<file path="config.mk">
export PLATFORM = sky130hd
export DESIGN_NAME = chaos_ascii_serializer
export DESIGN_NICKNAME = d
export VERILOG_FILES = /design/src/rtl/chaos_ascii_pkg.sv /design/src/rtl/cas_offset_split.sv /design/src/rtl/cas_bcd_conv.sv /design/src/rtl/cas_frac_digits.sv /design/src/rtl/chaos_ascii_serializer.sv
export SDC_FILE = /design/constraint.sdc
export NUM_CORES = 1
export LEC_CHECK = 0
export BUFFER_PORTS_ARGS = -buffer_cell sky130_fd_sc_hd__buf_2
export CAP_MARGIN = 20
export CORE_MARGIN = 3
export CORE_UTILIZATION = 63
export CTS_CLUSTER_DIAMETER = 100
export DETAILED_ROUTE_END_ITERATION = 12
export PLACE_DENSITY_LB_ADDON = 0.05
export SYNTH_ARGS = -nofsm -noshare
export SYNTH_HDL_FRONTEND = slang
export SYNTH_SLANG_ARGS = --single-unit
</file>
<file path="constraint.sdc">
create_clock -name clk -period 5 [get_ports clk]
set_input_delay 0 -clock clk [delete_from_list [all_inputs] [get_ports clk]]
set_output_delay 0 -clock clk [all_outputs]
set_load 0.05 [all_outputs]
</file>
<file path="src/rtl/chaos_ascii_pkg.sv">
package chaos_ascii_pkg;

    typedef enum logic [2:0] {
        ST_IDLE,
        ST_CONV,
        ST_INT,
        ST_FRAC,
        ST_SEP
    } ser_state_e;

    localparam logic [7:0] ASCII_ZERO  = 8'h30;
    localparam logic [7:0] ASCII_NINE  = 8'h39;
    localparam logic [7:0] ASCII_COMMA = 8'h2C;

    function automatic logic [7:0] digit_to_ascii(input logic [3:0] d);
        return ASCII_ZERO + {4'h0, d};
    endfunction

    function automatic logic is_emit_byte(input logic [7:0] b);
        return ((b >= ASCII_ZERO) && (b <= ASCII_NINE)) || (b == ASCII_COMMA);
    endfunction

    function automatic int cnt_width(input int n);
        return (n > 1) ? $clog2(n) : 1;
    endfunction

endpackage

</file>
<file path="src/rtl/cas_offset_split.sv">
module cas_offset_split #(
    parameter int          SAMPLE_W  = 16,
    parameter int          FRAC_BITS = 8,
    parameter int unsigned OFFSET    = 32768,
    localparam int         MAG_W     = SAMPLE_W + 1,
    localparam int         INT_W     = MAG_W - FRAC_BITS
) (
    input  logic [SAMPLE_W-1:0]  sample,
    output logic [INT_W-1:0]     int_part,
    output logic [FRAC_BITS-1:0] frac_part
);
    localparam logic [SAMPLE_W-1:0] OFS = OFFSET[SAMPLE_W-1:0];

    logic signed [SAMPLE_W+1:0] sum;
    logic        [MAG_W-1:0]    mag;

    assign sum = $signed({{2{sample[SAMPLE_W-1]}}, sample}) + $signed({2'b00, OFS});
    // Clamp a negative sum to zero.
    assign mag       = sum[SAMPLE_W+1] ? '0 : sum[MAG_W-1:0];
    assign int_part  = mag[MAG_W-1:FRAC_BITS];
    assign frac_part = mag[FRAC_BITS-1:0];

    always_comb begin
        assert (!(sum < 0) || (int_part == '0 && frac_part == '0))
            else $error("p_clamp_zero_r1");
    end
endmodule

</file>
<file path="src/rtl/cas_bcd_conv.sv">
module cas_bcd_conv #(
    parameter int BIN_W  = 9,
    parameter int DIGITS = 3,
    localparam int BCD_W = 4 * DIGITS,
    localparam int CNT_W = $clog2(BIN_W + 1)
) (
    input  logic             clk,
    input  logic             rst,
    input  logic             start,
    input  logic [BIN_W-1:0] bin,
    output logic             busy,
    output logic             done,
    output logic [BCD_W-1:0] bcd
);
    logic [BIN_W-1:0] sh;
    logic [CNT_W-1:0] cnt;
    logic [BCD_W-1:0] adj;

    for (genvar g = 0; g < DIGITS; g++) begin : g_adj
        always_comb begin
            if (bcd[g*4 +: 4] >= 4'd5)
                adj[g*4 +: 4] = bcd[g*4 +: 4] + 4'd3;
            else
                adj[g*4 +: 4] = bcd[g*4 +: 4];
        end
    end

    always_ff @(posedge clk) begin
        if (rst) begin
            sh   <= '0;
            cnt  <= '0;
            bcd  <= '0;
            busy <= 1'b0;
            done <= 1'b0;
        end else begin
            done <= 1'b0;
            if (start) begin
                sh   <= bin;
                bcd  <= '0;
                cnt  <= CNT_W'(BIN_W);
                busy <= 1'b1;
            end else if (busy) begin
                bcd <= {adj[BCD_W-2:0], sh[BIN_W-1]};
                sh  <= {sh[BIN_W-2:0], 1'b0};
                cnt <= cnt - 1'b1;
                if (cnt == CNT_W'(1)) begin
                    busy <= 1'b0;
                    done <= 1'b1;
                end
            end
        end
    end

    // Every digit of a finished conversion must be a decimal digit.
    always_comb begin
        if (done) begin
            for (int k = 0; k < DIGITS; k++) begin
                assert (bcd[k*4 +: 4] <= 4'd9) else $error("p_bcd_nibble_r2");
            end
        end
    end

    p_done_after_busy_r2: assert property (@(posedge clk) disable iff (rst)
        done |-> $past(busy) && !busy);
endmodule

</file>
<file path="src/rtl/cas_frac_digits.sv">
module cas_frac_digits #(
    parameter int FRAC_BITS = 8
) (
    input  logic                 clk,
    input  logic                 rst,
    input  logic                 load,
    input  logic [FRAC_BITS-1:0] frac_in,
    input  logic                 step,
    output logic [3:0]           digit
);
    logic [FRAC_BITS-1:0] rem;
    logic [FRAC_BITS+3:0] prod;

    assign prod  = {4'h0, rem} * (FRAC_BITS + 4)'(10);
    assign digit = prod[FRAC_BITS+3:FRAC_BITS];

    always_ff @(posedge clk) begin
        if (rst)
            rem <= '0;
        else if (load)
            rem <= frac_in;
        else if (step)
            rem <= prod[FRAC_BITS-1:0];
    end

    p_frac_digit_r3: assert property (@(posedge clk) disable iff (rst)
        digit <= 4'd9);
endmodule

</file>
<file path="src/rtl/chaos_ascii_serializer.sv">
module chaos_ascii_serializer
    import chaos_ascii_pkg::*;
#(
    parameter int          SAMPLE_W    = 16,
    parameter int          FRAC_BITS   = 8,
    parameter int unsigned OFFSET      = 32768,
    parameter int          INT_DIGITS  = 3,
    parameter int          FRAC_DIGITS = 4
) (
    input  logic                clk,
    input  logic                rst,
    input  logic                smp_valid,
    output logic                smp_ready,
    input  logic [SAMPLE_W-1:0] smp_data,
    output logic                chr_valid,
    input  logic                chr_ready,
    output logic [7:0]          chr_data
);
    localparam int INT_W  = SAMPLE_W + 1 - FRAC_BITS;
    localparam int BCD_W  = 4 * INT_DIGITS;
    localparam int IDX_W  = cnt_width(INT_DIGITS);
    localparam int FCNT_W = cnt_width(FRAC_DIGITS);

    ser_state_e           state;
    logic [IDX_W-1:0]     dig_idx;
    logic [FCNT_W-1:0]    fcnt;
    logic [INT_W-1:0]     int_part;
    logic [FRAC_BITS-1:0] frac_part;
    logic                 accept;
    logic                 bcd_busy;
    logic                 bcd_done;
    logic [BCD_W-1:0]     bcd_val;
    logic [3:0]           frac_dig;
    logic [3:0]           bcd_nib [INT_DIGITS];
    logic [3:0]           int_dig;

    assign smp_ready = (state == ST_IDLE);
    assign accept    = smp_valid && smp_ready;

    cas_offset_split #(
        .SAMPLE_W (SAMPLE_W),
        .FRAC_BITS(FRAC_BITS),
        .OFFSET   (OFFSET)
    ) u_split (
        .sample   (smp_data),
        .int_part (int_part),
        .frac_part(frac_part)
    );

    cas_bcd_conv #(
        .BIN_W (INT_W),
        .DIGITS(INT_DIGITS)
    ) u_bcd (
        .clk  (clk),
        .rst  (rst),
        .start(accept),
        .bin  (int_part),
        .busy (bcd_busy),
        .done (bcd_done),
        .bcd  (bcd_val)
    );

    cas_frac_digits #(
        .FRAC_BITS(FRAC_BITS)
    ) u_frac (
        .clk    (clk),
        .rst    (rst),
        .load   (accept),
        .frac_in(frac_part),
        .step   ((state == ST_FRAC) && chr_ready),
        .digit  (frac_dig)
    );

    for (genvar g = 0; g < INT_DIGITS; g++) begin : g_nib
        assign bcd_nib[g] = bcd_val[g*4 +: 4];
    end
    assign int_dig = bcd_nib[dig_idx];

    always_ff @(posedge clk) begin
        if (rst) begin
            state   <= ST_IDLE;
            dig_idx <= '0;
            fcnt    <= '0;
        end else begin
            case (state)
                ST_IDLE: if (smp_valid) state <= ST_CONV;
                ST_CONV: if (bcd_done) begin
                    state   <= ST_INT;
                    dig_idx <= IDX_W'(INT_DIGITS - 1);
                end
                ST_INT: if (chr_ready) begin
                    if (dig_idx == '0) begin
                        state <= ST_FRAC;
                        fcnt  <= '0;
                    end else begin
                        dig_idx <= dig_idx - 1'b1;
                    end
                end
                ST_FRAC: if (chr_ready) begin
                    if (fcnt == FCNT_W'(FRAC_DIGITS - 1))
                        state <= ST_SEP;
                    else
                        fcnt <= fcnt + 1'b1;
                end
                ST_SEP:  if (chr_ready) state <= ST_IDLE;
                default: state <= ST_IDLE;
            endcase
        end
    end

    always_comb begin
        chr_valid = 1'b1;
        case (state)
            ST_INT:  chr_data = digit_to_ascii(int_dig);
            ST_FRAC: chr_data = digit_to_ascii(frac_dig);
            ST_SEP:  chr_data = ASCII_COMMA;
            default: begin
                chr_valid = 1'b0;
                chr_data  = ASCII_ZERO;
            end
        endcase
    end

    p_hold_r6: assert property (@(posedge clk) disable iff (rst)
        chr_valid && !chr_ready |=> chr_valid && $stable(chr_data));

    p_byte_set_r8: assert property (@(posedge clk) disable iff (rst)
        chr_valid |-> is_emit_byte(chr_data));

    p_port_excl_r5: assert property (@(posedge clk) disable iff (rst)
        !(smp_ready && chr_valid));

    p_take_closes_r5: assert property (@(posedge clk) disable iff (rst)
        smp_valid && smp_ready |=> !smp_ready);

    p_comma_reopens_r4: assert property (@(posedge clk) disable iff (rst)
        chr_valid && chr_ready && chr_data == ASCII_COMMA |=> smp_ready);

    p_conv_quiet_r2: assert property (@(posedge clk) disable iff (rst)
        bcd_busy |-> !chr_valid);

    p_reset_state_r7: assert property (@(posedge clk) disable iff (rst)
        $fell(rst) |-> smp_ready && !chr_valid);
endmodule

</file>
==> reports/metrics.yaml <==
clocking:
  clock-root-buffer: "clkbuf_8"
  clock_latency_ps: 290
  cts-buffers-inserted: 5
  cts_setup_buffers: 0
  cts_buffer_depth: 2
  cts_tree: "done"
  cts_resized: 0
  cts.sinks: 42
  ctsHoldBuffers: 14
  htree_levels: 2
  cts.clk_slew.worst_paths_ps: 80
status:
  status: "completed"
power_and_ir_drop:
  p_int_uw: 511
  clkPwrFrac: 0.300
  vdd_drop_max_mv: 0.217
  p_per_area_nw_per_um2: 243
  p_sw_uw: 215
  swShare: 0.296
  finalPower_uw: 727
  leakagePower_nw: 1.17
  seqPwrFrac: 0.511
  p_comb_frac: 0.189
setup_path:
  cp_top_family: "simple AND/OR/NAND/NOR gates"
  cp-end-kind: "flip-flop"
  r2r_cells: 3
  path_cells: "or4b_1 -> nand2b_1 -> a211oi_1"
  critPathLaunchType: "flip-flop"
  cp_max_fo: 24
  path_buf_inv: 0
  crit_slowest_cell: "dfxtp_1"
  cpPeakStageDelay_ps: 780
  path_depth: 3
  critPathKind: "reg2reg"
  cp_data_arrival_time_ps: 2710
  required_ps: 5210
die:
  die-area_um2: 5090
  die_x_um: 71.3
  core_area_um2: 4060
  num_rows: 23
  die_h_um: 71.3
  initial_core_util: 0.663
  ios: 30
yosys:
  netlist_area_um2: 2690
  ys.flop_type: "dfxtp_1"
  avgSynthCellArea_um2: 8.46
  synthCells: 318
  ys_warn_count: 0
  synthArstFlopShare: 0
  synth_edf_count: 0
  yosysUniqueCellTypes: 52
  seq_area_frac_synth: 0.313
  ys_ff_latch: 42
detailed_routing:
  drtPass1Iterations: 4
  drt_iter0_markers: 85
  final_antenna_net_count: 0
  vias_per_cell: 5.68
  drc: 0
  vias: 2244
  totalWireLength_um: 5570
  wire_per_inst_um: 14.1
timing:
  fin_skew_ps: 3.38
  rsz0062_at_grt: "false"
  worst_pin_slew_ps: 810
  post-route-period-util: 0.501
  slew-limit-headroom: 0.460
  setup_viol: 0
  hold_viol: 0
  max_freq_mhz: 399
  tns_ps: 0
  drv_slew: 0
  period_minus_slack_ps: 2510
final_layout:
  final_cell_area_um2: 2990
  synthToLayoutAreaGrowth_pct: 11.3
  nFillCells: 308
  nNetsFinal: 387
  drive_gt1_frac: 0.130
  diodes: 0
run:
  max_cap_viol_count: 0
grt:
  grt-ovfl-total: 0
  antenna_found_initial: 0
  grt_max_degree: 29
  grt_pass1_wl_um: 9650
  grt_usage: 0.237
  first_global_vias: 2161
placement:
  hpwl_um: 3800
  place_area_um2: 2760
  port-buffer-count: 26
  gp_congestion: 0.770
min_path:
  hp-class: "in2reg"
  min_path_cells: 3
## Yosys cell counts (2+ instances only)
| cell type | count | area, um^2 |
|---|---|---|
| buf_2 | 9 | 45.0 |
| nand2_1 | 25 | 93.8 |
| nor2_1 | 36 | 135 |
| buf_4 | 3 | 22.5 |
| nand3b_1 | 5 | 37.5 |
| xnor2_1 | 9 | 78.8 |
| nand2b_1 | 15 | 93.8 |
| clkbuf_1 | 8 | 30.0 |
| nor3_1 | 5 | 25.0 |
| buf_6 | 3 | 33.8 |
| a21oi_1 | 20 | 100 |
| dfxtp_1 | 42 | 841 |
| a311oi_1 | 6 | 52.6 |
| a211oi_1 | 11 | 82.6 |
| nor2b_1 | 3 | 18.8 |
| a31oi_1 | 3 | 18.8 |
| nand3_1 | 14 | 70.1 |
| conb_1 | 2 | 7.51 |
| o21ai_0 | 8 | 40.0 |
| mux2i_1 | 16 | 160 |
| inv_1 | 14 | 52.6 |
| ha_1 | 22 | 275 |
| o22a_1 | 2 | 17.5 |
| xor2_1 | 2 | 17.5 |
| a21o_1 | 4 | 30.0 |
| o22ai_1 | 5 | 31.3 |
## power by group through the flow
stage	Clock [mW]	Sequential, mW	Combinational, mW
final	0.218	0.372	0.137
after floorplan	0	0.369	0.114
after CTS	0.224	0.371	0.136
after global routing	0.237	0.375	0.154
after global placement	0	0.379	0.123
after detailed placement	0	0.379	0.126
## area by class of cell
cell class                 instances  area (um^2)  share of cell area
multi-input combinational        240         1670               0.558
clock inverter                     3         21.3             0.00711
sequential                        42          841               0.281
timing repair buffer              41          278              0.0928
clock buffer                       5         68.8              0.0230
inverter                          14         52.6              0.0176
tap                               50         62.6              0.0209
## layout by cell type, fill, tap and decap left out, drive strengths merged, types with 14 or more instances in the layout
cell	n
a21oi	22
buf	27
dfxtp	42
dlygate4sd3	14
ha	22
inv	14
mux2i	16
nand2	25
nand2b	15
nand3	14
nor2	37
## per-layer routing
metal  global-route usage  part of all wire  vias up
li1                     -                 -     1162
met5                    0                 0        -
met4               0.0856             0.022        0
met3               0.0477             0.040       12
met2                0.407              0.47       40
met1                0.294              0.47     1030
## final timing paths
path                               from                    endpoint  slack (ps)
max               state[0]$_SDFFE_PP0P_   u_bcd.cnt[1]$_SDFFE_PP0P_        2490
min                        smp_data[14]    u_bcd.sh[6]$_SDFFE_PP0P_           8
max reg2reg       state[0]$_SDFFE_PP0P_   u_bcd.cnt[1]$_SDFFE_PP0P_        2490
min reg2reg  u_bcd.bcd[11]$_SDFFE_PP0P_  u_bcd.bcd[11]$_SDFFE_PP0P_         500
## registers in the layout, indices dropped and copies added (netlist names)
| name | flops |
|---|---|
| fcnt | 2 |
| dig_idx | 2 |
| u_frac.rem | 8 |
| state | 3 |
| u_bcd.cnt | 4 |
| u_bcd.busy | 1 |
| u_bcd.sh | 9 |
| u_bcd.bcd | 12 |
| u_bcd.done | 1 |
## through the flow
stage / worst slack, ps / instances / hold WS, ps / util
2_1_floorplan: 2570 / 319 / 99.6 / -
3_3_place_gp: 2590 / 373 / 199 / 0.681
3_5_place_dp: 2520 / 373 / 203 / 0.681
4_1_cts: 2500 / 395 / 2.19 / 0.737
5_1_grt: 2290 / 395 / 26.7 / 0.737
6_report: 2490 / 395 / 8.47 / 0.737
## cells by family (layout without fill, tap and decap cells)
kind of cell	Yosys count	after routing	synth area share
xor gates and xnor gates	11	11	0.0358
buffers and inverters	37	63	0.0684
other	2	3	0.00279
adders and majority gates	23	23	0.110
DFF	42	42	0.313
muxes	16	16	0.0596
AOI/OAI and AO/OA	73	73	0.195
and+or+nand+nor	114	114	0.215
## tightest hold or removal path: stages
cell and delay (ps):
buf_2 100, nor2_1 100, a211oi_1 50
(Power assumes the default switching activity.)
